**config.mk**
```make
export PLATFORM = sky130hd
export DESIGN_NAME = spi_addr_slave
export DESIGN_NICKNAME = d
export VERILOG_FILES = /design/src/rtl/spi_slv_pkg.sv /design/src/rtl/spi_slv_rx.sv /design/src/rtl/spi_slv_tx.sv /design/src/rtl/spi_slv_regs.sv /design/src/rtl/spi_addr_slave.sv
export SDC_FILE = /design/constraint.sdc
export NUM_CORES = 1
export LEC_CHECK = 0
export BUFFER_PORTS_ARGS = -buffer_cell sky130_fd_sc_hd__buf_2
export CORE_ASPECT_RATIO = 0.8
export CORE_MARGIN = 10
export CORE_UTILIZATION = 57
export CTS_BUF_LIST = sky130_fd_sc_hd__clkbuf_4
export CTS_CLUSTER_SIZE = 28
export DETAILED_ROUTE_END_ITERATION = 10
export GPL_TIMING_DRIVEN = 0
export PLACE_DENSITY_LB_ADDON = 0.05
export RECOVER_POWER = 50
export SYNTH_ARGS = -nofsm -noshare
export SYNTH_HDL_FRONTEND = slang
export SYNTH_SLANG_ARGS = --single-unit
```
**constraint.sdc**
```tcl
create_clock -name sclk -period 2.5 [get_ports sclk]
set_clock_uncertainty 0.2 [all_clocks]
set_input_delay 0.375 -clock sclk [delete_from_list [all_inputs] [get_ports sclk]]
set_output_delay 0.375 -clock sclk [all_outputs]
set_load 0.05 [all_outputs]
```
**src/rtl/spi_slv_pkg.sv**
```systemverilog
package spi_slv_pkg;

  // Command encoding carried by the first bit of a frame
  typedef enum logic {
    CMD_WRITE = 1'b0,
    CMD_READ  = 1'b1
  } cmd_e;

  // Pattern shifted out during the command/address phase
  localparam logic [7:0] ALIGN_BYTE = 8'h25;

endpackage

```
**src/rtl/spi_slv_rx.sv**
```systemverilog
// Receive side: counts rising edges, captures the header and produces the
// one-edge write strobe on the final bit of a full frame.
module spi_slv_rx
  import spi_slv_pkg::*;
#(
  parameter  int ADDR_W     = 7,
  parameter  int DATA_W     = 8,
  localparam int FRAME_BITS = 1 + ADDR_W + DATA_W,
  localparam int HDR_BITS   = 1 + ADDR_W,
  localparam int CNT_W      = $clog2(FRAME_BITS + 1)
) (
  input  logic              sclk,
  input  logic              frame_clr_n,
  input  logic              sdi,
  output logic [CNT_W-1:0]  cnt,
  output cmd_e              cmd,
  output logic [ADDR_W-1:0] addr,
  output logic              wr_en,
  output logic [DATA_W-1:0] wr_data
);

  localparam int SH_W = ((ADDR_W > DATA_W) ? ADDR_W : DATA_W) - 1;

  logic [CNT_W-1:0]  cnt_q, cnt_d;
  logic [SH_W-1:0]   sh_q, sh_d;
  cmd_e              cmd_q, cmd_d;
  logic [ADDR_W-1:0] addr_q, addr_d;
  logic              cnt_en, hdr_last, frm_last;

  // next state
  always_comb begin
    cnt_en   = (cnt_q != CNT_W'(FRAME_BITS));
    hdr_last = (cnt_q == CNT_W'(HDR_BITS - 1));
    frm_last = (cnt_q == CNT_W'(FRAME_BITS - 1));
    cnt_d    = cnt_en ? cnt_q + 1'b1 : cnt_q;
    sh_d     = {sh_q[SH_W-2:0], sdi};
    cmd_d    = hdr_last ? cmd_e'(sh_q[ADDR_W-1]) : cmd_q;
    addr_d   = hdr_last ? {sh_q[ADDR_W-2:0], sdi} : addr_q;
    wr_en    = frm_last && (cmd_q == CMD_WRITE);
    wr_data  = {sh_q[DATA_W-2:0], sdi};
  end

  // registers, cleared while chip select is high
  always_ff @(posedge sclk or negedge frame_clr_n) begin
    if (!frame_clr_n) begin
      cnt_q  <= '0;
      sh_q   <= '0;
      cmd_q  <= CMD_WRITE;
      addr_q <= '0;
    end else begin
      if (cnt_en) cnt_q <= cnt_d;
      sh_q   <= sh_d;
      cmd_q  <= cmd_d;
      addr_q <= addr_d;
    end
  end

  assign cnt  = cnt_q;
  assign cmd  = cmd_q;
  assign addr = addr_q;

endmodule

```
**src/rtl/spi_slv_tx.sv**
```systemverilog
// Transmit side: follows the receive count on falling edges and selects the
// alignment pattern, the read byte, or a released line.
module spi_slv_tx
  import spi_slv_pkg::*;
#(
  parameter  int ADDR_W     = 7,
  parameter  int DATA_W     = 8,
  localparam int FRAME_BITS = 1 + ADDR_W + DATA_W,
  localparam int HDR_BITS   = 1 + ADDR_W,
  localparam int CNT_W      = $clog2(FRAME_BITS + 1)
) (
  input  logic              sclk,
  input  logic              frame_clr_n,
  input  logic              cs_n,
  input  logic [CNT_W-1:0]  rx_cnt,
  input  cmd_e              cmd,
  input  logic [DATA_W-1:0] rd_data,
  output logic [CNT_W-1:0]  idx,
  output logic              sdo_o,
  output logic              sdo_pd
);

  localparam logic [HDR_BITS-1:0] ALIGN_V = HDR_BITS'(ALIGN_BYTE);

  logic [CNT_W-1:0]      idx_q;
  logic [DATA_W-1:0]     data_q, data_d;
  logic                  data_en;
  logic [FRAME_BITS-1:0] pattern;
  logic                  bit_v;

  // next state and output select
  always_comb begin
    data_en = (rx_cnt == CNT_W'(HDR_BITS));
    data_d  = data_en ? rd_data : data_q;
    pattern = {ALIGN_V, (cmd == CMD_READ) ? data_q : {DATA_W{1'b1}}};
    bit_v   = 1'b1;
    for (int i = 0; i < FRAME_BITS; i++) begin
      if (idx_q == CNT_W'(i)) bit_v = pattern[FRAME_BITS-1-i];
    end
  end

  // falling-edge registers, cleared while chip select is high
  always_ff @(negedge sclk or negedge frame_clr_n) begin
    if (!frame_clr_n) begin
      idx_q  <= '0;
      data_q <= '0;
    end else begin
      idx_q <= rx_cnt;
      if (data_en) data_q <= data_d;
    end
  end

  assign idx    = idx_q;
  assign sdo_o  = bit_v;
  assign sdo_pd = !cs_n && !bit_v;

endmodule

```
**src/rtl/spi_slv_regs.sv**
```systemverilog
// Register bank: one write strobe per frame, combinational read port.
module spi_slv_regs #(
  parameter int ADDR_W   = 7,
  parameter int DATA_W   = 8,
  parameter int NUM_REGS = 4
) (
  input  logic              clk,
  input  logic              rst_n,
  input  logic              wr_en,
  input  logic [ADDR_W-1:0] wr_addr,
  input  logic [DATA_W-1:0] wr_data,
  input  logic [ADDR_W-1:0] rd_addr,
  output logic [DATA_W-1:0] rd_data
);

  logic [DATA_W-1:0] word_w [NUM_REGS];

  for (genvar g = 0; g < NUM_REGS; g++) begin : g_word
    logic              hit;
    logic [DATA_W-1:0] word_q;

    always_comb hit = wr_en && (wr_addr == ADDR_W'(g));

    always_ff @(posedge clk or negedge rst_n) begin
      if (!rst_n)   word_q <= '0;
      else if (hit) word_q <= wr_data;
    end

    assign word_w[g] = word_q;
  end

  always_comb begin
    rd_data = '0;
    for (int i = 0; i < NUM_REGS; i++) begin
      if (rd_addr == ADDR_W'(i)) rd_data = word_w[i];
    end
  end

endmodule

```
**src/rtl/spi_addr_slave.sv**
```systemverilog
// Top: serial register access slave.
module spi_addr_slave
  import spi_slv_pkg::*;
#(
  parameter  int ADDR_W     = 7,
  parameter  int DATA_W     = 8,
  parameter  int NUM_REGS   = 4,
  localparam int FRAME_BITS = 1 + ADDR_W + DATA_W,
  localparam int CNT_W      = $clog2(FRAME_BITS + 1)
) (
  input  logic rst_n,
  input  logic cs_n,
  input  logic sclk,
  input  logic sdi,
  output logic sdo_o,
  output logic sdo_pd
);

  logic              frame_clr_n;
  logic [CNT_W-1:0]  rx_cnt;
  logic [CNT_W-1:0]  tx_idx;
  cmd_e              cmd;
  logic [ADDR_W-1:0] addr_q;
  logic              wr_en;
  logic [DATA_W-1:0] wr_data;
  logic [DATA_W-1:0] rd_data;

  assign frame_clr_n = rst_n && !cs_n;

  spi_slv_rx #(.ADDR_W(ADDR_W), .DATA_W(DATA_W)) u_rx (
    .sclk        (sclk),
    .frame_clr_n (frame_clr_n),
    .sdi         (sdi),
    .cnt         (rx_cnt),
    .cmd         (cmd),
    .addr        (addr_q),
    .wr_en       (wr_en),
    .wr_data     (wr_data)
  );

  spi_slv_regs #(.ADDR_W(ADDR_W), .DATA_W(DATA_W), .NUM_REGS(NUM_REGS)) u_regs (
    .clk     (sclk),
    .rst_n   (rst_n),
    .wr_en   (wr_en),
    .wr_addr (addr_q),
    .wr_data (wr_data),
    .rd_addr (addr_q),
    .rd_data (rd_data)
  );

  spi_slv_tx #(.ADDR_W(ADDR_W), .DATA_W(DATA_W)) u_tx (
    .sclk        (sclk),
    .frame_clr_n (frame_clr_n),
    .cs_n        (cs_n),
    .rx_cnt      (rx_cnt),
    .cmd         (cmd),
    .rd_data     (rd_data),
    .idx         (tx_idx),
    .sdo_o       (sdo_o),
    .sdo_pd      (sdo_pd)
  );

endmodule

```
==> Implementation_results.wiki, run 1 <==
{| class="wikitable"
! Metric !! Value
|-
| CP Launch Point || u_tx.idx[2]
|-
| Floorplan Core Area || 0.00462 sq mm
|-
| Number of storage elements in the synthesis netlist || 65
|-
| EDFF count, synth || 0
|-
| Number of design rule violations left after detail routing || 0
|-
| Max Fanout on Critical Path || 3
|-
| Maximum single-stage delay on the critical path || 480 ps
|-
| Startpoint of the worst-slack reg-to-reg timing path || u_rx.addr[0]
|-
| DR WL/cell || 19.2 microns
|-
| Crit start category || flip-flop
|-
| Hold Fails Final Rpt || 0
|-
| Clock insertion delay at the later pin of the skew report || 390 ps
|-
| Total power || 1800 uW
|-
| Cell with the largest stage delay on the worst path || dfrtn_1
|-
| Top-Level Pins || 6
|-
| Filler-free cell count of the finished design || 288
|-
| Max Cap Viol || 0
|-
| Commonest non-fill, non-tap cell in the layout || dfrtp_1
|-
| Critical path required time || 1920 ps
|-
| Commonest cells after routing, fill and taps aside || dfrtp_1, mux2_2, dfrtn_1
|-
| Unrepaired setup endpoints after global routing || true
|-
| Cell chain of the critical path || mux2i_1, nor3b_1, o31a_1, or4_4, buf_6
|-
| Mapped Area || 0.00275 sq mm
|-
| Run status || complete, but fails checks
|-
| Die X || 97.7 microns
|-
| Clock transition at the register clock pins on the worst setup and hold paths after CTS || 60 ps
|-
| Combinational family with the most area after synthesis || multiplexers
|-
| Number of input and output port buffers inserted || 5
|-
| Total count of max-transition violations in the final report || 0
|-
| Inserted Diodes || 0
|-
| H-Tree Level Count || 3
|-
| Area leader, netlist || dfrtp_1
|-
| Number of placed instances, taps included || 256
|-
| Pleak || 0.00149 uW
|-
| Total met3 wirelength after detailed routing || 205 microns
|-
| CP endpoint kind || primary output
|-
| Number of setup violations in the final report || 10
|-
| Length of the first detailed-routing pass in iterations || 5
|-
| Area fraction of the dominant cell type after synthesis || 47.3%
|-
| Path class of the lowest-slack min-delay path || reg -> reg
|-
| Main area contributors after synthesis || dfrtp_1, mux2_2, dfrtn_1
|-
| Worst-case clock buffer depth || 2
|-
| Synth-to-layout area growth || 17.8%
|-
| Rel. slew slack || 5.05%
|-
| Mux cell area share after synthesis || 23.7%
|-
| Highest metal used || met4
|-
| Wire length of the first global-routing pass || 9180 microns
|-
| Family with the most delay on the worst path || simple AND/OR/NAND/NOR gates
|-
| Number of different library cells in the post-synthesis netlist || 33
|-
| Number of buffers created by CTS || 9
|-
| Util after Layout || 70.0%
|-
| Post-synthesis instance total || 191
|-
| Wl on met1 || 2500 microns
|-
| Worst path arrival time || 3230 ps
|-
| Worst IR Drop VDD || 0.000440 V
|-
| Post-Route Setup TNS || -4970 ps
|-
| Die H || 82.1 microns
|-
| Hold path start || u_tx.data_q[2]
|-
| Total power density per cell area || 557 mW/mm^2
|-
| Clock root buffer || clkbuf_4
|-
| Simple-gate share of the synthesized area || 9.55%
|-
| WS Path Type || reg -> out
|-
| Final GP Congestion || 0.757
|-
| Syn nets || 198
|-
| Xor and xnor fraction of the mapped netlist area || 0.955%
|-
| Dominant synthesized flop cell || dfrtp_1
|-
| Overall Global Routing Usage || 14.9%
|-
| Detail-routed via count per cell || 5.75
|-
| NumNets Final || 230
|-
| Detailed router's first-iteration violation count || 75
|-
| Overall overflow remaining after global route || 0
|-
| Synthesized-area fraction occupied by ao, oa, aoi and oai cells || 2.41%
|-
| Number of antenna violations at the first check in global routing || 0
|-
| HPWL Detailed || 3470 microns
|-
| Synthesized area divided by synthesized cell count || 14.4 sq um
|-
| Clock tree from TritonCTS || yes
|-
| Part of the Yosys area used for sequential elements || 59.1%
|-
| Violations in the final reports || setup timing
|-
| Met2 WL post-DR || 2720 microns
|-
| Die footprint || 0.00802 sq mm
|-
| Total number of vias || 1657
|-
| Synthesized-area fraction occupied by adder cells || 1.36%
|-
| Antenna viol nets, final || 0
|-
| Final setup slack of the worst path || -1300 ps
|-
| Drt total wl || 5540 microns
|-
| Total number of clock tree sinks || 65
|-
| Pin count of the biggest net entering global routing || 33
|-
| Async SR Flop Fraction || 100%
|-
| Worst Max-Slew Pin Slew || 1420 ps
|-
| Initial core utilization || 59.5%
|-
| Number of buffers and inverters on the critical path || 1
|-
| Total of warnings raised by yosys || 0
|-
| Via count of the first global-routing pass || 1797
|-
| Number of rows in the core area || 22
|-
| Number of fill cells || 321
|-
| Share of final-layout standard cells stronger than drive strength 1 || 51.3%
|}
[synth_stat cells, types with 3 or more instances]
library cell,instances
inv_1,13
nor2_1,4
ha_1,3
dfrtn_1,13
mux4_2,8
mux2_2,40
dfrtp_1,52
nand2_1,13
o21ai_0,9
xnor2_1,3
[sequential cells by signal, indices dropped and copies added (netlist names)]
register              flops
u_rx.addr                 7
u_regs.g_word.word_q     32
u_rx.cnt                  5
u_rx.sh_q                 7
u_rx.cmd                  1
u_tx.data_q               8
u_tx.idx                  5
[worst register-to-register path: stages (launching register included)]
cell and delay (ps):
dfrtp_2 410, buf_12 140, mux4_2 510, inv_2 70, o21ai_2 60
[through the flow]
stage               hold WS [ps]  cell area (sq um)  setup slack [ps]
global route                 265               3240             -1380
detailed placement           245               2890             -1030
CTS                          247               3190             -1300
global placement             240               2890             -1000
finish                       248               3240             -1300
floorplan                   -121               2790              -845
[path summary, 6_finish.rpt]
kind | endpoint | slack (ps) | cells past startpoint
min | u_tx.data_q[2] | 250 | 2
min reg2reg | u_tx.data_q[2] | 250 | 2
min in group asynchronous | u_rx.addr[0] | 460 | 3
max | sdo_o | -1300 | 5
max reg2reg | u_tx.data_q[6] | -320 | 4
max in group asynchronous | u_tx.data_q[4] | 50 | 3
[per-layer routing]
layer | track usage [%] | up-vias
met3 | 5.81 | 10
met1 | 17.3 | 867
met4 | 5.36 | 0
met5 | 0 | -
li1 | - | 753
met2 | 25.0 | 27
[repair_timing]
action / in CTS / in global routing
buffers inserted: 10 / 2
pin swaps: 13 / 11
resized for setup: 22 / 16
setup endpoints to repair: 31 / 15
hold buffers: 4 / 0
hold endpoints to repair: 37 / 0
cloned: 1 / 0
[cell type report]
type                    instances  area, sq um  share of cell area, %
multi-input cells             110         1140                   35.1
plain buffers                   3         38.8                   1.20
inverters                      13         48.8                   1.51
clock inverters                 5         46.3                   1.43
flip-flops and latches         65         1630                   50.3
clock buffers                  11         82.6                   2.55
well taps                      60         75.1                   2.32
repair buffers                 21          184                   5.68
[cells by family (layout without fill, tap and decap cells)]
kind of cell / after synthesis / count (layout)
XOR/XNOR: 3 / 3
buffers and inverters: 17 / 53
flip-flops: 65 / 65
adder cells (fa/ha/maj): 3 / 3
multiplexers: 50 / 50
AO/OA/AOI/OAI: 12 / 12
AND/OR/NAND/NOR: 41 / 42
[report_power, final]
group / switching [uW] / leakage (uW) / internal [uW]
clock network: 332 / 0.0000734 / 317
logic: 41.3 / 0.000555 / 30.3
registers: 15.5 / 0.000864 / 1070
total: 389 / 0.00149 / 1410
No activity file was read; power rests on OpenSTA's default activity.
==> inputs of run 2 (changes only) <==
GPL_TIMING_DRIVEN = unset   (was 0)
clock period = 4.35 ns   (was 2.5 ns; I/O delays follow)
==> Implementation_results.wiki, run 2 (synthesis gave the netlist of run 1 again) <==
{| class="wikitable"
! Metric !! Value
|-
| Number of buffers created by CTS || 9 (unchanged)
|-
| Max Cap Viol || 1 (+1)
|-
| Run status || complete, but fails checks
|-
| Hold Buf Count CTS || 0 (-4)
|-
| Clock tree from TritonCTS || yes
|-
| Overall overflow remaining after global route || 0 (unchanged)
|-
| Total count of max-transition violations in the final report || 33 (+33)
|-
| Number of fill cells || 339 (+5.6%)
|-
| Fraction of met3 tracks used by global routing || 5.48% (-0.33 points)
|-
| Worst path arrival time || 4140 ps (+910 ps)
|-
| Met2 track utilization from global routing || 25.6% (+0.53 points)
|-
| Overall Global Routing Usage || 15.2% (+0.30 points)
|-
| Share of final-layout standard cells stronger than drive strength 1 || 35.9% (-15 points)
|-
| Portion of total power attributed to the clock network || 31.1% (-4.9 points)
|-
| Startpoint of the worst-slack reg-to-reg timing path || u_rx.addr[0]
|-
| Register containing the most flip-flops in the final layout || u_regs.g_word.word_q
|-
| Filler-free cell count of the finished design || 277 (-3.8%)
|-
| Commonest cells after routing, fill and taps aside || dfrtp_1, mux2_2, inv_1, nand2_1, dfrtn_1
|-
| NumNets Final || 220 (-4.3%)
|-
| Worst reg-to-reg setup slack || 300 ps (+620 ps)
|-
| DR WL/cell || 19.7 microns (+2.2%)
|-
| CP Launch Point || u_tx.idx[2]
|-
| Proportion of power drawn by combinational gates || 3.0% (-1.0 points)
|-
| Net switching power || 221 uW (-43%)
|-
| Sequential cell area || 0.00163 sq mm (about the same)
|-
| CP endpoint kind || primary output
|-
| Unrepaired setup endpoints after global routing || true
|-
| Worst Max-Slew Pin Slew || 1790 ps (+366 ps)
|-
| Top-Level Pins || 6 (unchanged)
|-
| Gr busiest metal || met2
|-
| Total number of vias || 1578 (-4.8%)
|-
| Design internal power || 730 uW (-48%)
|-
| Detail-routed via count per cell || 5.70 (-0.99%)
|-
| Number of antenna violations at the first check in global routing || 0 (unchanged)
|-
| Rel. slew slack || -19.4% (-24 points)
|-
| Crit start category || flip-flop
|-
| Pin count of the biggest net entering global routing || 33 (unchanged)
|-
| Die X || 97.7 microns (unchanged)
|-
| Part of the total power dissipated in sequential elements || 65.9% (+5.8 points)
|-
| Number of setup violations in the final report || 2 (-8)
|-
| Hold Fails Final Rpt || 0 (unchanged)
|-
| Max reg flops || 32 (unchanged)
|-
| Total number of clock tree sinks || 65 (unchanged)
|-
| Number of input and output port buffers inserted || 5 (unchanged)
|-
| Worst IR Drop VDD || 0.000235 V (-47%)
|-
| Critical path required time || 3500 ps (+1580 ps)
|-
| Clock root buffer || clkbuf_4
|-
| Die H || 82.1 microns (unchanged)
|-
| GR met1 Demand/Resource || 18.1% (+0.79 points)
|-
| Number of design rule violations left after detail routing || 0 (unchanged)
|-
| Inserted Diodes || 0 (unchanged)
|-
| WS Path Type || reg -> out
|-
| Violations in the final reports || capacitance limit, slew limit, setup timing
|-
| Detailed router's first-iteration violation count || 90 (+20%)
|-
| Capturing instance or port of the critical path || sdo_o
|-
| Largest registers || u_regs.g_word.word_q: 32 flops, u_tx.data_q: 8 flops
|-
| Pleak || 0.00139 uW (-7.0%)
|-
| Synth-to-layout area growth || 8.78%
|-
| Total power || 951 uW (-47%)
|-
| Initial core utilization || 59.5% (unchanged)
|-
| Path class of the lowest-slack min-delay path || reg -> reg
|-
| Wire length of the first global-routing pass || 9310 microns (+1.4%)
|-
| Area used by multi-input combinational logic || 0.00105 sq mm (-7.7%)
|-
| Floorplan Core Area || 0.00462 sq mm (unchanged)
|-
| Number of placed instances, taps included || 262 (+2.3%)
|-
| Total power density per cell area || 318 mW/mm^2 (-43%)
|-
| Number of rows in the core area || 22 (unchanged)
|-
| Final setup slack of the worst path || -643 ps (+659 ps)
|-
| Antenna viol nets, final || 0 (unchanged)
|-
| Clock transition at the register clock pins on the worst setup and hold paths after CTS || 60 ps (about the same)
|-
| Max Fanout on Critical Path || 4 (+1)
|-
| Die footprint || 0.00802 sq mm (unchanged)
|-
| Final GP Congestion || 0.829 (+9.5%)
|-
| Clock insertion delay at the later pin of the skew report || 390 ps (about the same)
|-
| Via count of the first global-routing pass || 1769 (-1.6%)
|-
| Drt total wl || 5450 microns (-1.7%)
|-
| Commonest non-fill, non-tap cell in the layout || dfrtp_1
|-
| HPWL Detailed || 3890 microns (+12%)
|-
| Destination of the worst register-to-register timing path || u_tx.data_q[3]
|-
| Worst Reg-to-Reg Cells || 3 (-1)
|-
| Worst-case clock buffer depth || 2 (unchanged)
|-
| Switching Fraction || 23.2% (+1.7 points)
|-
| H-Tree Level Count || 3 (unchanged)
|-
| Length of the first detailed-routing pass in iterations || 4 (-1)
|}
[run 2: cell types whose count changed in the layout (fill, tap and decap cells not counted), sizes merged]
cell,previous run,this run
bufinv,1,0
buf,17,10
dlygate4sd3,3,0
clkinv,4,6
dlymetal6s4s,1,0
nor2b,3,2
[run 2: what timing repair did]
action | 4_1_cts | 5_1_grt
setup buffers | 0 | 0
hold endpoints to repair | 0 | 0
pin swaps | 3 | 1
gates resized for setup | 5 | 0
endpoints found under the setup margin | 2 | 2
[run 2: power groups by stage]
stage               sequential, uW  combinational, uW  clock [uW]
finish                         627               28.7         296
CTS                            627               31.5         309
detailed placement             639               31.4           0
global route                   629               32.8         342
floorplan                      632               19.8           0
global placement               638               29.6           0
[run 2: stage by stage]
stage                     util, %  TNS, ps  setup WS (ps)  hold slack (ps)  instance area [sq um]
final                        64.7    -1170           -643              239                   2990
after global routing         64.7    -1400           -737              240                   2990
after CTS                    65.2    -1220           -653             98.2                   3010
after detailed placement     62.8     -539           -291              244                   2900
after global placement       62.8     -411           -220              236                   2900
after floorplan                 -     -454           -282              157                   2760
[run 2: worst min-delay path by stage]
stage	from	depth (start not counted)	slack [ps]	endpoint
floorplan	rst_n	0	160	u_regs.g_word[0].word_q[0]
detailed placement	u_tx.data_q[5]	2	240	u_tx.data_q[5]
CTS	rst_n	2	100	u_regs.g_word[1].word_q[1]
global placement	u_tx.data_q[5]	2	240	u_tx.data_q[5]
finish	u_tx.data_q[5]	2	240	u_tx.data_q[5]
global route	sdi	1	240	u_rx.sh_q[0]
[run 2: worst max-delay path, cell delays in order, from the launching register on]
cell,delay [ps]
dfrtn_1,470
mux2i_1,210
nor3b_1,60
o31a_1,270
or4_4,420
buf_6,170
[run 2: layout make-up]
cell class,count,share of cell area (%)
clock buffers,9,2.26
clock inverters,6,0.878
inverters,13,1.63
multi-input cells,109,35.0
flip-flops and latches,65,54.4
well taps,60,2.51
repair buffers,15,3.30
[run 2: layer usage]
metal | vias up | wire [microns]
li1 | 717 | -
met1 | 837 | 2490
met2 | 20 | 2750
met3 | 4 | 157
met4 | 0 | 42
met5 | - | 0
==> inputs of run 3 (changes only) <==
clock period = 6.4 ns   (was 4.35 ns; I/O delays follow)
==> Implementation_results.wiki, run 3 (synthesis gave the netlist of run 1 again) <==
{| class="wikitable"
! Metric !! Value
|-
| Run status || complete, but fails checks
|-
| Violations in the final reports || capacitance limit, slew limit
|-
| Unrepaired setup endpoints after global routing || true
|-
| WS Path Type || reg -> out
|-
| DR WL/cell || 18.5 microns (-5.7%)
|-
| Destination of the worst register-to-register timing path || u_tx.data_q[2]
|-
| Share of final-layout standard cells stronger than drive strength 1 || 37.2% (+1.3 points)
|-
| Hold Fails Final Rpt || 0 (unchanged)
|-
| Detailed router's first-iteration violation count || 65 (-28%)
|-
| NumNets Final || 217 (-1.4%)
|-
| Util after Layout || 64.7% (about the same)
|-
| Largest registers || u_regs.g_word.word_q: 32 flops, u_tx.data_q: 8 flops
|-
| Via count of the first global-routing pass || 1725 (-2.5%)
|-
| Commonest non-fill, non-tap cell in the layout || dfrtp_1
|-
| Number of setup violations in the final report || 0 (-2)
|-
| Total number of clock tree sinks || 65 (unchanged)
|-
| Depth of the worst hold-timing path || 2 (unchanged)
|-
| Overall overflow remaining after global route || 0 (unchanged)
|-
| Number of rows in the core area || 22 (unchanged)
|-
| Clock tree from TritonCTS || yes
|-
| Rel. slew slack || -14.4% (+5.0 points)
|-
| Hold EP || u_tx.data_q[5]
|-
| Register containing the most flip-flops in the final layout || u_regs.g_word.word_q
|-
| Worst Max-Slew Pin Slew || 1720 ps (-74.4 ps)
|-
| Inserted Diodes || 0 (unchanged)
|-
| Die X || 97.7 microns (unchanged)
|-
| CP Launch Point || u_tx.idx[2]
|-
| Critical path required time || 5240 ps (+1740 ps)
|-
| Die H || 82.1 microns (unchanged)
|-
| Wire length of the first global-routing pass || 8850 microns (-5.0%)
|-
| Hold path start || u_tx.data_q[5]
|-
| HPWL Detailed || 3520 microns (-9.5%)
|-
| Length of the first detailed-routing pass in iterations || 4 (unchanged)
|-
| Detail-routed via count per cell || 5.59 (-2.0%)
|-
| Total power || 662 uW (-30%)
|-
| Max reg flops || 32 (unchanged)
|-
| Worst reg-to-reg setup slack || 1180 ps (+880 ps)
|-
| Synth-to-layout area growth || 8.87% (about the same)
|-
| Antenna viol nets, final || 0 (unchanged)
|-
| Path class of the lowest-slack min-delay path || reg -> reg
|-
| Worst Reg-to-Reg Cells || 3 (unchanged)
|-
| Commonest cells after routing, fill and taps aside || dfrtp_1, mux2_2, inv_1, nand2_1, dfrtn_1
|-
| Pleak || 0.00138 uW (-0.55%)
|-
| Maximum single-stage delay on the critical path || 450 ps (-20 ps)
|-
| Number of design rule violations left after detail routing || 0 (unchanged)
|-
| Crit start category || flip-flop
|-
| Cell with the largest stage delay on the worst path || dfrtn_1
|-
| Cell chain of the critical path || mux2i_2, nor3b_2, o31a_1, or4_4, buf_8
|-
| Die footprint || 0.00802 sq mm (unchanged)
|-
| Clock insertion delay at the later pin of the skew report || 390 ps (about the same)
|-
| Cell area after placement || 0.00284 sq mm (-2.0%)
|-
| Max Cap Viol || 1 (unchanged)
|-
| H-Tree Level Count || 3 (unchanged)
|-
| Number of antenna violations at the first check in global routing || 0 (unchanged)
|-
| Max Fanout on Critical Path || 2 (-2)
|-
| Total power density per cell area || 221 mW/mm^2 (-31%)
|-
| Cell area after layout || 0.00299 sq mm (about the same)
|-
| Clock root buffer || clkbuf_4
|-
| Overall Global Routing Usage || 14.5% (-0.67 points)
|-
| Total count of max-transition violations in the final report || 33 (unchanged)
|-
| Initial core utilization || 59.5% (unchanged)
|-
| Floorplan Core Area || 0.00462 sq mm (unchanged)
|-
| Hold Buf Count CTS || 0 (unchanged)
|-
| Total number of vias || 1536 (-2.7%)
|-
| Worst IR Drop VDD || 0.000146 V (-38%)
|-
| Worst path arrival time || 5190 ps (+1050 ps)
|-
| Number of buffers created by CTS || 9 (unchanged)
|-
| Startpoint of the worst-slack reg-to-reg timing path || u_rx.addr[0]
|-
| Top-Level Pins || 6 (unchanged)
|-
| Number of input and output port buffers inserted || 5 (unchanged)
|-
| Final GP Congestion || 0.740 (-11%)
|-
| Clock transition at the register clock pins on the worst setup and hold paths after CTS || 60 ps (about the same)
|-
| CP endpoint kind || primary output
|-
| Drt total wl || 5100 microns (-6.4%)
|-
| Worst-case clock buffer depth || 2 (unchanged)
|-
| Pin count of the biggest net entering global routing || 33 (unchanged)
|}
## run 3: what timing repair did
action,4_1_cts,5_1_grt
endpoints found under the hold margin,0,0
buffers inserted,1,3
gates resized for setup,2,8
endpoints found under the setup margin,1,2
cloned,0,0
pin swaps,1,1
## run 3: final cells by class
cell class | instances | area, sq um
Inverter | 13 | 48.8
Timing Repair Buffer | 12 | 80.1
Multi-Input combinational cell | 109 | 1050
Fill cell | 346 | 1630
Sequential cell | 65 | 1630
Clock inverter | 6 | 35.0
Clock buffer | 10 | 75.1
Tap cell | 60 | 75.1
## run 3: through the flow
step	std cells	hold slack [ps]	worst slack (ps)	TNS, ps
2_1_floorplan	191	210	209	0
3_3_place_gp	255	245	300	0
3_5_place_dp	255	235	217	0
4_1_cts	272	236	34.3	0
5_1_grt	275	275	-30.4	-30.4
6_report	275	231	53.0	0
## run 3: routing by layer
metal  routed length, microns  track usage [%]
met4                      110             5.65
met2                     2540             23.0
met5                        0                0
met1                     2230             17.7
met3                      221             5.89
## run 3: worst max-delay path by stage
stage | slack (ps) | to | depth (start not counted)
floorplan | 210 | u_tx.data_q[0] | 1
global placement | 300 | sdo_o | 5
detailed placement | 220 | sdo_o | 5
CTS | 30 | sdo_pd | 5
global route | -30 | sdo_o | 5
finish | 50 | sdo_o | 5
## run 3: worst max-delay path: cells and delay by family (launching register included)
family | cells | cell delay [ps]
simple gates | 2 | 500
mux | 1 | 250
flops | 1 | 450
compound gates | 1 | 250
buf+inv | 1 | 170
## run 3: report_power, final
part / switching (uW) / internal [uW]
combinational: 10.8 / 7.15
clock: 136 / 81.3
sequential: 9.29 / 417
